## config.mk

```make
export PLATFORM = sky130hd
export DESIGN_NAME = burst_addr_seq
export DESIGN_NICKNAME = d
export VERILOG_FILES = /design/src/rtl/burst_seq_pkg.sv /design/src/rtl/burst_rst_sync.sv /design/src/rtl/burst_load_ctrl.sv /design/src/rtl/burst_beat_cnt.sv /design/src/rtl/burst_beat_order.sv /design/src/rtl/burst_addr_seq.sv
export SDC_FILE = /design/constraint.sdc
export NUM_CORES = 1
export LEC_CHECK = 0
export CAP_MARGIN = 10
export CORE_UTILIZATION = 43
export DETAILED_ROUTE_END_ITERATION = 8
export GPL_ROUTABILITY_DRIVEN = 0
export GPL_TIMING_DRIVEN = 0
export PLACE_DENSITY = 0.82
export SYNTH_ARGS = -nofsm -noshare
export SYNTH_HDL_FRONTEND = slang
export SYNTH_SLANG_ARGS = --single-unit
export TNS_END_PERCENT = 30
```

## constraint.sdc

```tcl
create_clock -name clk -period 1.6 [get_ports clk]
set_input_delay 0.32 -clock clk [delete_from_list [all_inputs] [get_ports clk]]
set_output_delay 0.32 -clock clk [all_outputs]
set_load 0.01 [all_outputs]
```

## src/rtl/burst_seq_pkg.sv

```systemverilog
package burst_seq_pkg;
  typedef enum logic {
    ORD_LINEAR     = 1'b0,
    ORD_INTERLEAVE = 1'b1
  } order_e;
endpackage

```

## src/rtl/burst_rst_sync.sv

```systemverilog
module burst_rst_sync #(
  parameter int STAGES = 2
) (
  input  logic clk,
  input  logic rst_n,
  output logic rst_q_n
);
  logic [STAGES-1:0] sync_q;
  logic [STAGES-1:0] sync_d;

  always_comb begin
    sync_d = {sync_q[STAGES-2:0], 1'b1};
  end

  always_ff @(posedge clk or negedge rst_n) begin
    if (!rst_n) sync_q <= '0;
    else        sync_q <= sync_d;
  end

  assign rst_q_n = sync_q[STAGES-1];
endmodule

```

## src/rtl/burst_load_ctrl.sv

```systemverilog
module burst_load_ctrl (
  input  logic chip_en_n,
  input  logic proc_as_n,
  input  logic ctrl_as_n,
  input  logic advance_n,
  output logic load,
  output logic step
);
  logic proc_ok;

  always_comb begin
    proc_ok = !proc_as_n && !chip_en_n;
    load    = !ctrl_as_n || proc_ok;
    step    = !advance_n && !load;
  end
endmodule

```

## src/rtl/burst_beat_cnt.sv

```systemverilog
module burst_beat_cnt #(
  parameter int BEAT_W = 2
) (
  input  logic              clk,
  input  logic              rst_n,
  input  logic              load,
  input  logic              step,
  output logic [BEAT_W-1:0] count
);
  logic [BEAT_W-1:0] cnt_q;
  logic [BEAT_W-1:0] cnt_d;
  logic              cnt_en;

  always_comb begin
    cnt_en = load || step;
    cnt_d  = load ? '0 : cnt_q + BEAT_W'(1);
  end

  always_ff @(posedge clk or negedge rst_n) begin
    if (!rst_n)      cnt_q <= '0;
    else if (cnt_en) cnt_q <= cnt_d;
  end

  assign count = cnt_q;

  assert_clear_on_load_R2: assert property (@(posedge clk) disable iff (!rst_n)
    $past(rst_n) && $past(load) |-> count == '0);

  assert_step_by_one_R4: assert property (@(posedge clk) disable iff (!rst_n)
    $past(rst_n) && $past(step) |-> count == BEAT_W'($past(count) + 1'b1));

  assert_hold_idle_R5: assert property (@(posedge clk) disable iff (!rst_n)
    $past(rst_n) && !$past(load) && !$past(step) |-> $stable(count));
endmodule

```

## src/rtl/burst_beat_order.sv

```systemverilog
module burst_beat_order
  import burst_seq_pkg::*;
#(
  parameter int BEAT_W = 2
) (
  input  logic [BEAT_W-1:0] start,
  input  logic [BEAT_W-1:0] count,
  input  order_e            order,
  output logic [BEAT_W-1:0] low
);
  logic [BEAT_W-1:0] lin_low;
  logic [BEAT_W-1:0] ilv_low;

  genvar b;
  generate
    for (b = 0; b < BEAT_W; b++) begin : g_ilv
      assign ilv_low[b] = start[b] ^ count[b];
    end
  endgenerate

  always_comb begin
    lin_low = start + count;
    low     = (order == ORD_INTERLEAVE) ? ilv_low : lin_low;
  end
endmodule

```

## src/rtl/burst_addr_seq.sv

```systemverilog
module burst_addr_seq
  import burst_seq_pkg::*;
#(
  parameter int ADDR_W = 16,
  parameter int BEAT_W = 2,
  parameter int SYNC_STAGES = 2
) (
  input  logic              clk,
  input  logic              rst_n,
  input  logic [ADDR_W-1:0] addr_in,
  input  logic              chip_en_n,
  input  logic              proc_as_n,
  input  logic              ctrl_as_n,
  input  logic              advance_n,
  input  logic              order_sel,
  output logic [ADDR_W-1:0] addr_out,
  output logic [BEAT_W-1:0] beat_idx
);
  localparam int UPPER_W = ADDR_W - BEAT_W;
  localparam logic [BEAT_W-1:0] LAST_BEAT = {BEAT_W{1'b1}};

  logic              rst_q_n;
  logic              load;
  logic              step;
  logic [ADDR_W-1:0] base_q;
  logic [ADDR_W-1:0] base_d;
  logic [BEAT_W-1:0] count;
  logic [BEAT_W-1:0] low;
  order_e            order;

  burst_rst_sync #(.STAGES(SYNC_STAGES)) u_rst (
    .clk(clk), .rst_n(rst_n), .rst_q_n(rst_q_n)
  );

  burst_load_ctrl u_ctrl (
    .chip_en_n(chip_en_n), .proc_as_n(proc_as_n), .ctrl_as_n(ctrl_as_n),
    .advance_n(advance_n), .load(load), .step(step)
  );

  burst_beat_cnt #(.BEAT_W(BEAT_W)) u_cnt (
    .clk(clk), .rst_n(rst_q_n), .load(load), .step(step), .count(count)
  );

  always_comb begin
    base_d = addr_in;
    order  = order_e'(order_sel);
  end

  always_ff @(posedge clk or negedge rst_q_n) begin
    if (!rst_q_n)  base_q <= '0;
    else if (load) base_q <= base_d;
  end

  burst_beat_order #(.BEAT_W(BEAT_W)) u_ord (
    .start(base_q[BEAT_W-1:0]), .count(count), .order(order), .low(low)
  );

  assign addr_out = {base_q[ADDR_W-1:BEAT_W], low};
  assign beat_idx = count;

  assert_proc_gate_R3: assert property (@(posedge clk) disable iff (!rst_q_n)
    $past(rst_q_n) && $past(chip_en_n && ctrl_as_n && advance_n) |->
      $stable(beat_idx) && $stable(addr_out[ADDR_W-1:BEAT_W]));

  assert_upper_hold_R7: assert property (@(posedge clk) disable iff (!rst_q_n)
    $past(rst_q_n) && !$past(load) |->
      addr_out[ADDR_W-1:BEAT_W] == $past(addr_out[ADDR_W-1:BEAT_W]));

  assert_upper_load_R7: assert property (@(posedge clk) disable iff (!rst_q_n)
    $past(rst_q_n) && $past(load) |->
      addr_out[ADDR_W-1:BEAT_W] == $past(addr_in[ADDR_W-1:BEAT_W]));

  assert_linear_step_R8: assert property (@(posedge clk) disable iff (!rst_q_n)
    $past(rst_q_n) && $past(step) && order_sel == 1'b0 && $past(order_sel) == 1'b0 |->
      addr_out[BEAT_W-1:0] == BEAT_W'($past(addr_out[BEAT_W-1:0]) + 1'b1));

  assert_interleave_step_R9: assert property (@(posedge clk) disable iff (!rst_q_n)
    $past(rst_q_n) && $past(step) && order_sel && $past(order_sel) |->
      (addr_out[BEAT_W-1:0] ^ $past(addr_out[BEAT_W-1:0])) == (beat_idx ^ $past(beat_idx)));

  assert_wrap_R10: assert property (@(posedge clk) disable iff (!rst_q_n)
    $past(rst_q_n) && $past(step) && $past(beat_idx) == LAST_BEAT |->
      beat_idx == '0 && addr_out[BEAT_W-1:0] == base_q[BEAT_W-1:0]);

  assert_reset_state_R1: assert property (@(posedge clk)
    !rst_q_n |-> addr_out == '0 && beat_idx == '0);
endmodule

```

==> results of run 1 <==
[layer usage]
layer / routed length (um) / part of all wire (%) / vias to the layer above
met3: 105 / 6.3 / 2
met2: 859 / 52 / 23
li1: - / - / 286
met4: 14 / 0.85 / 0
met5: 0 / 0 / -
met1: 675 / 41 / 281
[cell usage in the layout (no fill, tap or decap)]
| cell | instances |
|---|---|
| clkdlybuf4s50_1 | 22 |
| mux2_4 | 8 |
| nor2_1 | 1 |
| ha_2 | 1 |
| dlygate4sd2_1 | 3 |
| nor2b_4 | 1 |
| mux2_2 | 8 |
| o21ai_4 | 1 |
| xnor2_1 | 3 |
| dlymetal6s2s_1 | 1 |
| clkbuf_2 | 1 |
| buf_4 | 30 |
| buf_2 | 1 |
| conb_1 | 1 |
| clkbuf_4 | 3 |
| buf_12 | 1 |
| nor3_1 | 1 |
| bufinv_16 | 1 |
| nor2b_1 | 2 |
| dfrtp_1 | 20 |
[final timing paths]
kind / from / endpoint / slack (ns) / cells after the start
min in group clk: u_rst.sync_q[0]$_DFF_PN0_ / u_rst.sync_q[1]$_DFF_PN0_ / 0.37 / 0
max reg2reg: u_cnt.count[0]$_DFFE_PN0P_ / u_cnt.count[1]$_DFFE_PN0P_ / 0.48 / 5
max: u_cnt.count[0]$_DFFE_PN0P_ / addr_out[1] / 0.02 / 4
min: rst_n / u_rst.sync_q[1]$_DFF_PN0_ / 0.17 / 1
min reg2reg: u_rst.sync_q[1]$_DFF_PN0_ / base_q[4]$_DFFE_PN0P_ / 0.30 / 0
max in group asynchronous: u_rst.sync_q[1]$_DFF_PN0_ / base_q[7]$_DFFE_PN0P_ / 0.86 / 0
[registers in the layout, indices dropped and copies added (netlist names)]
| name | flops |
|---|---|
| u_cnt.count | 2 |
| u_rst.sync_q | 2 |
| base_q | 16 |
[area by class of cell]
cell class | count | share of cell area, %
Timing Repair Buffer | 44 | 27.6
Multi-Input combinational cell | 27 | 21.8
Buffer | 15 | 8.89
Clock inverter | 1 | 2.13
Tap cell | 27 | 2.40
Sequential cell | 20 | 35.6
Clock buffer | 3 | 1.60
[repair_timing]
| item | CTS | global route |
|---|---|---|
| gates resized for setup | 20 | 6 |
| buffers inserted | 2 | 2 |
| hold buffers | 0 | 0 |
| setup endpoints to repair | 16 | 3 |
| cloned | 0 | 0 |
| pin swaps | 0 | 2 |
[power by group through the flow]
stage                     combinational (mW)  sequential, mW  clock (mW)
final                                  0.312           0.583       0.404
after global routing                   0.332           0.591       0.432
after CTS                              0.310           0.585       0.410
after detailed placement               0.327           0.595           0
after global placement                 0.321           0.593           0
after floorplan                        0.168           0.588           0
[through the flow]
stage	TNS (ns)	std cells	power, mW	utilization (%)	hold slack, ns
CTS	-0.0205	135	1.30	69.8	0.161
global route	-0.0585	137	1.36	71.0	0.151
global placement	-1.68	129	0.914	68.4	0.325
finish	0	137	1.30	71.0	0.169
floorplan	0	62	0.755	-	0.0244
detailed placement	-1.79	129	0.922	68.4	0.323
[logic make-up after synthesis]
kind of cell / count (synthesis)
adders and majority gates: 1
DFF: 20
muxes: 16
AOI/OAI and AO/OA: 1
and+or+nand+nor: 5
buffers and inverters: 15
other: 1
xor gates and xnor gates: 3
==> impl_metrics.json, run 1 <==
{
  "finalHoldViolations": 0,
  "post-route-min-period_ns": 1.58,
  "n_fill_cell": 142,
  "synth_edf_count": 0,
  "synth-main-ff-cell": "dfrtp_1",
  "grt-ovfl-total": 0,
  "rows": 16,
  "ant_nets": 0,
  "die_w_um": 48.3,
  "grt_pass1_vias": 585,
  "clock_tree.root_cell": "clkbuf_4",
  "fin_skew_ns": 0.00491,
  "cts_tree": "done",
  "regArea_um2": 500,
  "worstPathRequired_ns": 1.28,
  "path_max_fanout": 2,
  "ys_seq_area_share_pct": 54.3,
  "grt_usage_pct": 15.4,
  "syn-cell-area_um2": 922,
  "p_switching_uw": 279,
  "route.vias.total": 592,
  "ys_top_cells_by_area": "dfrtp_1 54%, mux2_4 13%, buf_4 11%",
  "io_buffers": 40,
  "power.density_nw_per_um2": 923,
  "swShare_pct": 21.5,
  "rsz0062_at_grt": "true",
  "slew_headroom_pct": 53.7,
  "synth-seq-cells": 20,
  "dp_hpwl_mm": 1.19,
  "grtUsageMet1_pct": 17.5,
  "clkLatencyLatePin_ns": 0.29,
  "synth_commonest_cells": "20 x dfrtp_1, 14 x buf_4, 8 x mux2_2, 8 x mux2_4",
  "slew_viol_final": 0,
  "routed_wl_mm": 1.65,
  "setup_viol": 0,
  "synth-async-reset-ratio_pct": 100,
  "ir_drop_uv": 694,
  "drc": 0,
  "grt_use_met2_pct": 27.2,
  "grt_max_degree": 19,
  "critPathCaptureType": "output pin",
  "worstPathBufferInverterCount": 1,
  "worstSetupPathType": "flop to output pin",
  "yosys.area_share.simple_pct": 2.99,
  "slowest_stage": "dfrtp_1",
  "num_antenna_cells": 0,
  "timing.max_cap.violations": 0,
  "crit_family": "flip-flops",
  "final_area_um2": 1410,
  "synth_fp_nets": 86,
  "htreeDepth": 1,
  "synth_compound_area_share_pct": 1.76,
  "syn_inst": 62,
  "die_area_um2": 2330,
  "start_util_pct": 46.5,
  "crit_arrival_ns": 1.26,
  "combPwrFrac_pct": 24.0,
  "synth_top_family_by_area": "multiplexers",
  "gr-usage-met3_pct": 4.40,
  "timing.final.crit_share_pct": 98.8,
  "worst_pin_slew_ns": 0.695,
  "num_io_pins": 41,
  "cts_sinks": 20,
  "p_seq_share_pct": 44.9,
  "die-height_um": 48.3,
  "cts_buffers": 3,
  "core_area_um2": 1980,
  "synth_xor_area_share_pct": 2.85,
  "syn_avg_cell_area_um2": 14.9,
  "synthMuxAreaShare_pct": 22.8,
  "p_int_mw": 1.02,
  "max_stage_delay_ns": 0.41,
  "crit_chain": "ha_2, nor2b_4, xnor2_1, buf_2",
  "worst_slack_ns": 0.0194,
  "final_nets": 135,
  "synth_fa_ha_area_share_pct": 1.36,
  "synth_top_area_share_pct": 54.3,
  "ys_types": 12,
  "start_kind": "flop",
  "pre_cts_ws_ns": -0.280,
  "maxClockFrequency_ghz": 0.633,
  "leakagePower_nw": 0.682,
  "hold_path.class": "primary input to async pin",
  "synth_most_common_cell": "dfrtp_1",
  "wire_per_inst_um": 12.1,
  "antenna_found_initial": 0,
  "clk_pin_slew_ns": 0.11,
  "via_per_inst": 4.32,
  "area_delta_synth_final_pct": 52.6,
  "grt_pass1_wl_mm": 2.72,
  "p_clk_share_pct": 31.1,
  "cts_buffer_depth": 2,
  "status": "finished, final reports clean",
  "drive_above_1_share_pct": 50.9,
  "first_iter_violations": 1,
  "top_usage_layer": "met2",
  "first_pass_iters": 3,
  "placed_area_um2": 1360,
  "yosysTopAreaCell": "dfrtp_1",
  "multi_input_area_um2": 307,
  "yosysWarnings": 0
}
Note: power is estimated with default switching activity, not from simulation.
==> inputs of run 2 (changes only) <==
- GPL_ROUTABILITY_DRIVEN: 0 -> unset
- TNS_END_PERCENT: 30 -> 20
==> impl_metrics.json, run 2 (synthesis results as in run 1) <==
{
  "max_stage_delay_ns": 0.41,
  "htreeDepth": 1,
  "grt_pass1_wl_mm": 2.70,
  "die-height_um": 48.3,
  "reg2reg_depth": 5,
  "route.vias.total": 588,
  "p_clk_share_pct": 31.2,
  "timing.max_cap.violations": 0,
  "cts_sinks": 20,
  "cts_buffer_depth": 2,
  "p_seq_share_pct": 45.0,
  "ir_drop_uv": 694,
  "timing.final.crit_share_pct": 98.9,
  "die_area_um2": 2330,
  "fin_skew_ns": 0.00568,
  "slew_viol_final": 0,
  "worstPathRequired_ns": 1.28,
  "p_switching_uw": 279,
  "via_per_inst": 4.32,
  "worst_pin_slew_ns": 0.695,
  "finalHoldViolations": 0,
  "leakagePower_nw": 0.677,
  "first_iter_violations": 1,
  "final_cell_mix": "30 x buf_4, 22 x clkdlybuf4s50_1, 20 x dfrtp_1, 8 x mux2_4, 8 x mux2_2",
  "routed_wl_mm": 1.64,
  "p_int_mw": 1.02,
  "largest_reg_flops": 16,
  "num_io_pins": 41,
  "hold_path.class": "primary input to async pin",
  "drive_above_1_share_pct": 51.4,
  "clk_pin_slew_ns": 0.12,
  "worstSetupPathType": "flop to output pin",
  "start_kind": "flop",
  "final.setup.tns_ns": 0,
  "cts_tree": "done",
  "grt_pass1_vias": 577,
  "cts_buffers": 3,
  "regArea_um2": 500,
  "core_area_um2": 1980,
  "post-route-min-period_ns": 1.58,
  "dp_cells": 129,
  "slew_headroom_pct": 53.7,
  "maxClockFrequency_ghz": 0.632,
  "largest_register": "base_q",
  "crit_arrival_ns": 1.26,
  "layout_commonest_cell": "buf_4",
  "slowest_stage": "dfrtp_1",
  "start_util_pct": 46.5,
  "num_antenna_cells": 0,
  "clkLatencyLatePin_ns": 0.29,
  "final_nets": 134,
  "die_w_um": 48.3,
  "multi_input_area_um2": 307,
  "crit_chain": "ha_2, nor2b_4, xnor2_1, buf_2",
  "crit_family": "flip-flops",
  "gp_congestion": 0.667,
  "grt_max_degree": 19,
  "ant_nets": 0,
  "clock_tree.root_cell": "clkbuf_4",
  "cp.depth": 4,
  "io_buffers": 40,
  "path_max_fanout": 2,
  "swShare_pct": 21.5,
  "critPathCaptureType": "output pin",
  "drc": 0,
  "rows": 16,
  "first_pass_iters": 3,
  "rsz0062_at_grt": "true",
  "combPwrFrac_pct": 23.8,
  "status": "finished, final reports clean",
  "final_cells": 136,
  "antenna_found_initial": 0,
  "dp_hpwl_mm": 1.19,
  "grt-ovfl-total": 0,
  "power.density_nw_per_um2": 927,
  "setup_viol": 0,
  "area_delta_synth_final_pct": 51.7,
  "n_fill_cell": 143,
  "worstPathBufferInverterCount": 1,
  "pre_cts_ws_ns": -0.280,
  "worst_slack_ns": 0.0182,
  "grt_usage_pct": 15.2,
  "wire_per_inst_um": 12.1,
  "hold_ws_ns": 0.168
}
[run 2: cell count changes in the layout (fill, tap and decap cells not counted)]
| cell | delta |
|---|---|
| dlygate4sd2_1 | -1 |
[run 2: power groups by stage]
stage               clock network [mW]  registers, mW  logic [mW]
finish                           0.405          0.583       0.309
CTS                              0.410          0.585       0.307
floorplan                            0          0.588       0.168
detailed placement                   0          0.595       0.327
global route                     0.432          0.591       0.329
global placement                     0          0.593       0.321
[run 2: timing repair]
| action | CTS | global route |
|---|---|---|
| gates resized for setup | 20 | 6 |
| endpoints found under the setup margin | 16 | 3 |
| pin swaps | 0 | 2 |
| hold buffers | 0 | 0 |
| buffers inserted | 1 | 2 |
[run 2: final timing paths]
| path | slack [ns] | endpoint | startpoint |
|---|---|---|---|
| worst min register to register | 0.30 | base_q[4]$_DFFE_PN0P_ | u_rst.sync_q[1]$_DFF_PN0_ |
| worst min-delay path | 0.17 | u_rst.sync_q[1]$_DFF_PN0_ | rst_n |
| min in group clk | 0.37 | u_rst.sync_q[1]$_DFF_PN0_ | u_rst.sync_q[0]$_DFF_PN0_ |
| max in group asynchronous | 0.86 | base_q[7]$_DFFE_PN0P_ | u_rst.sync_q[1]$_DFF_PN0_ |
| worst max-delay path | 0.02 | addr_out[1] | u_cnt.count[0]$_DFFE_PN0P_ |
| worst max register to register | 0.48 | u_cnt.count[1]$_DFFE_PN0P_ | u_cnt.count[0]$_DFFE_PN0P_ |
[run 2: final cells by class]
cell class | count | area share [%]
plain buffers | 15 | 8.94
clock buffers | 3 | 1.61
clock inverters | 1 | 2.15
multi-input cells | 27 | 21.9
flip-flops and latches | 20 | 35.8
well taps | 27 | 2.42
repair buffers | 43 | 27.2
[run 2: metal layers]
| layer | vias up | track usage [%] | routed length (um) |
|---|---|---|---|
| met5 | - | 0 | 0 |
| met4 | 0 | 5.88 | 14 |
| met3 | 2 | 4.40 | 108 |
| met2 | 23 | 26.8 | 846 |
| met1 | 279 | 17.5 | 670 |
| li1 | 284 | - | - |
[run 2: metrics by stage]
stage	cell area, um2	total power, mW	utilization [%]
final	1400	1.30	70.6
after detailed placement	1360	0.922	68.4
after floorplan	922	0.755	-
after global placement	1360	0.914	68.4
after global routing	1400	1.35	70.6
after CTS	1380	1.30	69.4
==> inputs of run 3 (changes only) <==
- HOLD_SLACK_MARGIN: unset -> 0.06
- REMOVE_ABC_BUFFERS: unset -> 1
==> impl_metrics.json, run 3 (synthesis results as in run 1) <==
{
  "status": "finished, violations left",
  "violations": "negative setup slack",
  "largest_register": "base_q",
  "worst_pin_slew_ns": 0.723,
  "timing.max_cap.violations": 0,
  "via_per_inst": 4.42,
  "finalHoldViolations": 0,
  "clk_pin_slew_ns": 0.11,
  "drive_above_1_share_pct": 29.8,
  "grt_pass1_vias": 583,
  "routed_wl_mm": 1.54,
  "dp_hpwl_mm": 1.15,
  "reg2reg_depth": 3,
  "power.density_nw_per_um2": 961,
  "multi_input_area_um2": 307,
  "antenna_found_initial": 0,
  "wl_met1_um": 657,
  "top_layer": "met3",
  "worstSetupPathType": "flop to output pin",
  "leakagePower_nw": 0.595,
  "placed_area_um2": 1230,
  "die_w_um": 48.3,
  "ir_drop_uv": 745,
  "wire_per_inst_um": 12.7,
  "path_max_fanout": 2,
  "final_cell_mix": "35 x clkdlybuf4s50_1, 20 x dfrtp_1, 8 x mux2_4, 8 x mux2_2",
  "worst_slack_ns": -0.00217,
  "grt-ovfl-total": 0,
  "first_iter_violations": 0,
  "die-height_um": 48.3,
  "ant_nets": 0,
  "drc": 0,
  "worstPathRequired_ns": 1.28,
  "grt_max_degree": 19,
  "hold_ws_ns": 0.182,
  "crit_arrival_ns": 1.28,
  "final_cells": 121,
  "clock_tree.root_cell": "clkbuf_4",
  "gp_congestion": 0.680,
  "route.vias.total": 535,
  "hold_path.class": "primary input to async pin",
  "largest_reg_flops": 16,
  "dr_wl_met3_um": 115,
  "cts_sinks": 20,
  "htreeDepth": 1,
  "io_buffers": 40,
  "dp_cells": 114,
  "die_area_um2": 2330,
  "final.setup.tns_ns": -0.00217,
  "post-route-min-period_ns": 1.60,
  "rr_endpoint": "base_q[0]$_DFFE_PN0P_",
  "final_area_um2": 1310,
  "routed-wl-met2_um": 770,
  "core_area_um2": 1980,
  "setup_viol": 1,
  "slew_headroom_pct": 51.8,
  "num_antenna_cells": 0,
  "postCtsHoldBufs": 0,
  "start_kind": "flop",
  "cts_buffers": 3,
  "grt_usage_pct": 13.7,
  "rows": 16,
  "cts_buffer_depth": 2,
  "cts_tree": "done",
  "timing.final.crit_share_pct": 100,
  "area_delta_synth_final_pct": 42.1,
  "final_nets": 119,
  "rr_startpoint": "base_q[0]$_DFFE_PN0P_",
  "grt_pass1_wl_mm": 2.57,
  "regArea_um2": 500,
  "slew_viol_final": 0,
  "fin_skew_ns": 0.00821,
  "first_pass_iters": 1,
  "num_io_pins": 41,
  "pre_cts_ws_ns": -0.281,
  "rsz0062_at_grt": "true",
  "rrSetupSlack_ns": 0.58,
  "start_util_pct": 46.5,
  "clkLatencyLatePin_ns": 0.29,
  "layout_commonest_cell": "clkdlybuf4s50_1",
  "critPathCaptureType": "output pin",
  "n_fill_cell": 150,
  "maxClockFrequency_ghz": 0.624
}
## run 3: changes by cell type in the layout (fill, tap and decap cells not counted)
| cell | change |
|---|---|
| clkdlybuf4s50_1 | +13 |
| dlymetal6s2s_1 | +1 |
| buf_12 | -1 |
| buf_4 | -27 |
| dlygate4sd2_1 | -1 |
## run 3: worst max path at each step
| stage | startpoint | endpoint | slack [ns] | depth (start not counted) |
|---|---|---|---|---|
| 2_1_floorplan | u_cnt.count[0]$_DFFE_PN0P_ | addr_out[1] | 0.31 | 3 |
| 3_3_place_gp | chip_en_n | base_q[5]$_DFFE_PN0P_ | -0.26 | 3 |
| 3_5_place_dp | chip_en_n | base_q[5]$_DFFE_PN0P_ | -0.28 | 3 |
| 4_1_cts | u_cnt.count[0]$_DFFE_PN0P_ | addr_out[1] | -0.03 | 4 |
| 5_1_grt | base_q[0]$_DFFE_PN0P_ | addr_out[1] | -0.09 | 4 |
| 6_report | base_q[0]$_DFFE_PN0P_ | addr_out[1] | -0.002 | 4 |
## run 3: timing repair
action / in CTS / in global routing
setup endpoints to repair: 2 / 4
cloned: 0 / 0
pin swaps: 0 / 2
setup buffers: 2 / 1
gates resized for setup: 6 / 7
## run 3: layer usage
metal	GRT usage, %	vias up
li1	-	251
met2	24.4	23
met1	17.0	261
met5	0	-
met3	5.03	0
met4	0	0
## run 3: worst max-delay path, cell delays in order, from the launching register on
cell and delay, ns:
dfrtp_1 0.40, ha_2 0.19, nor2b_4 0.12, xnor2_1 0.14, buf_2 0.15
## run 3: cell type report
| type | instances | area share (%) |
|---|---|---|
| Timing Repair Buffer | 43 | 31.8 |
| Clock buffer | 3 | 1.72 |
| Tap cell | 27 | 2.58 |
| Multi-Input combinational cell | 27 | 23.4 |
| Sequential cell | 20 | 38.2 |
| Clock inverter | 1 | 2.29 |
## run 3: through the flow
stage	power, mW	utilization, %
after floorplan	0.699	-
after global placement	0.859	62.1
after detailed placement	0.867	62.1
after CTS	1.27	65.2
after global routing	1.31	66.1
final	1.26	66.1
## run 3: power breakdown
part | switching [mW] | leakage (nW) | internal (mW) | total, mW
Sequential | 0.0333 | 0.237 | 0.551 | 0.584
Combinational | 0.0857 | 0.330 | 0.185 | 0.271
Clock | 0.151 | 0.0279 | 0.253 | 0.403
Total | 0.270 | 0.595 | 0.989 | 1.26
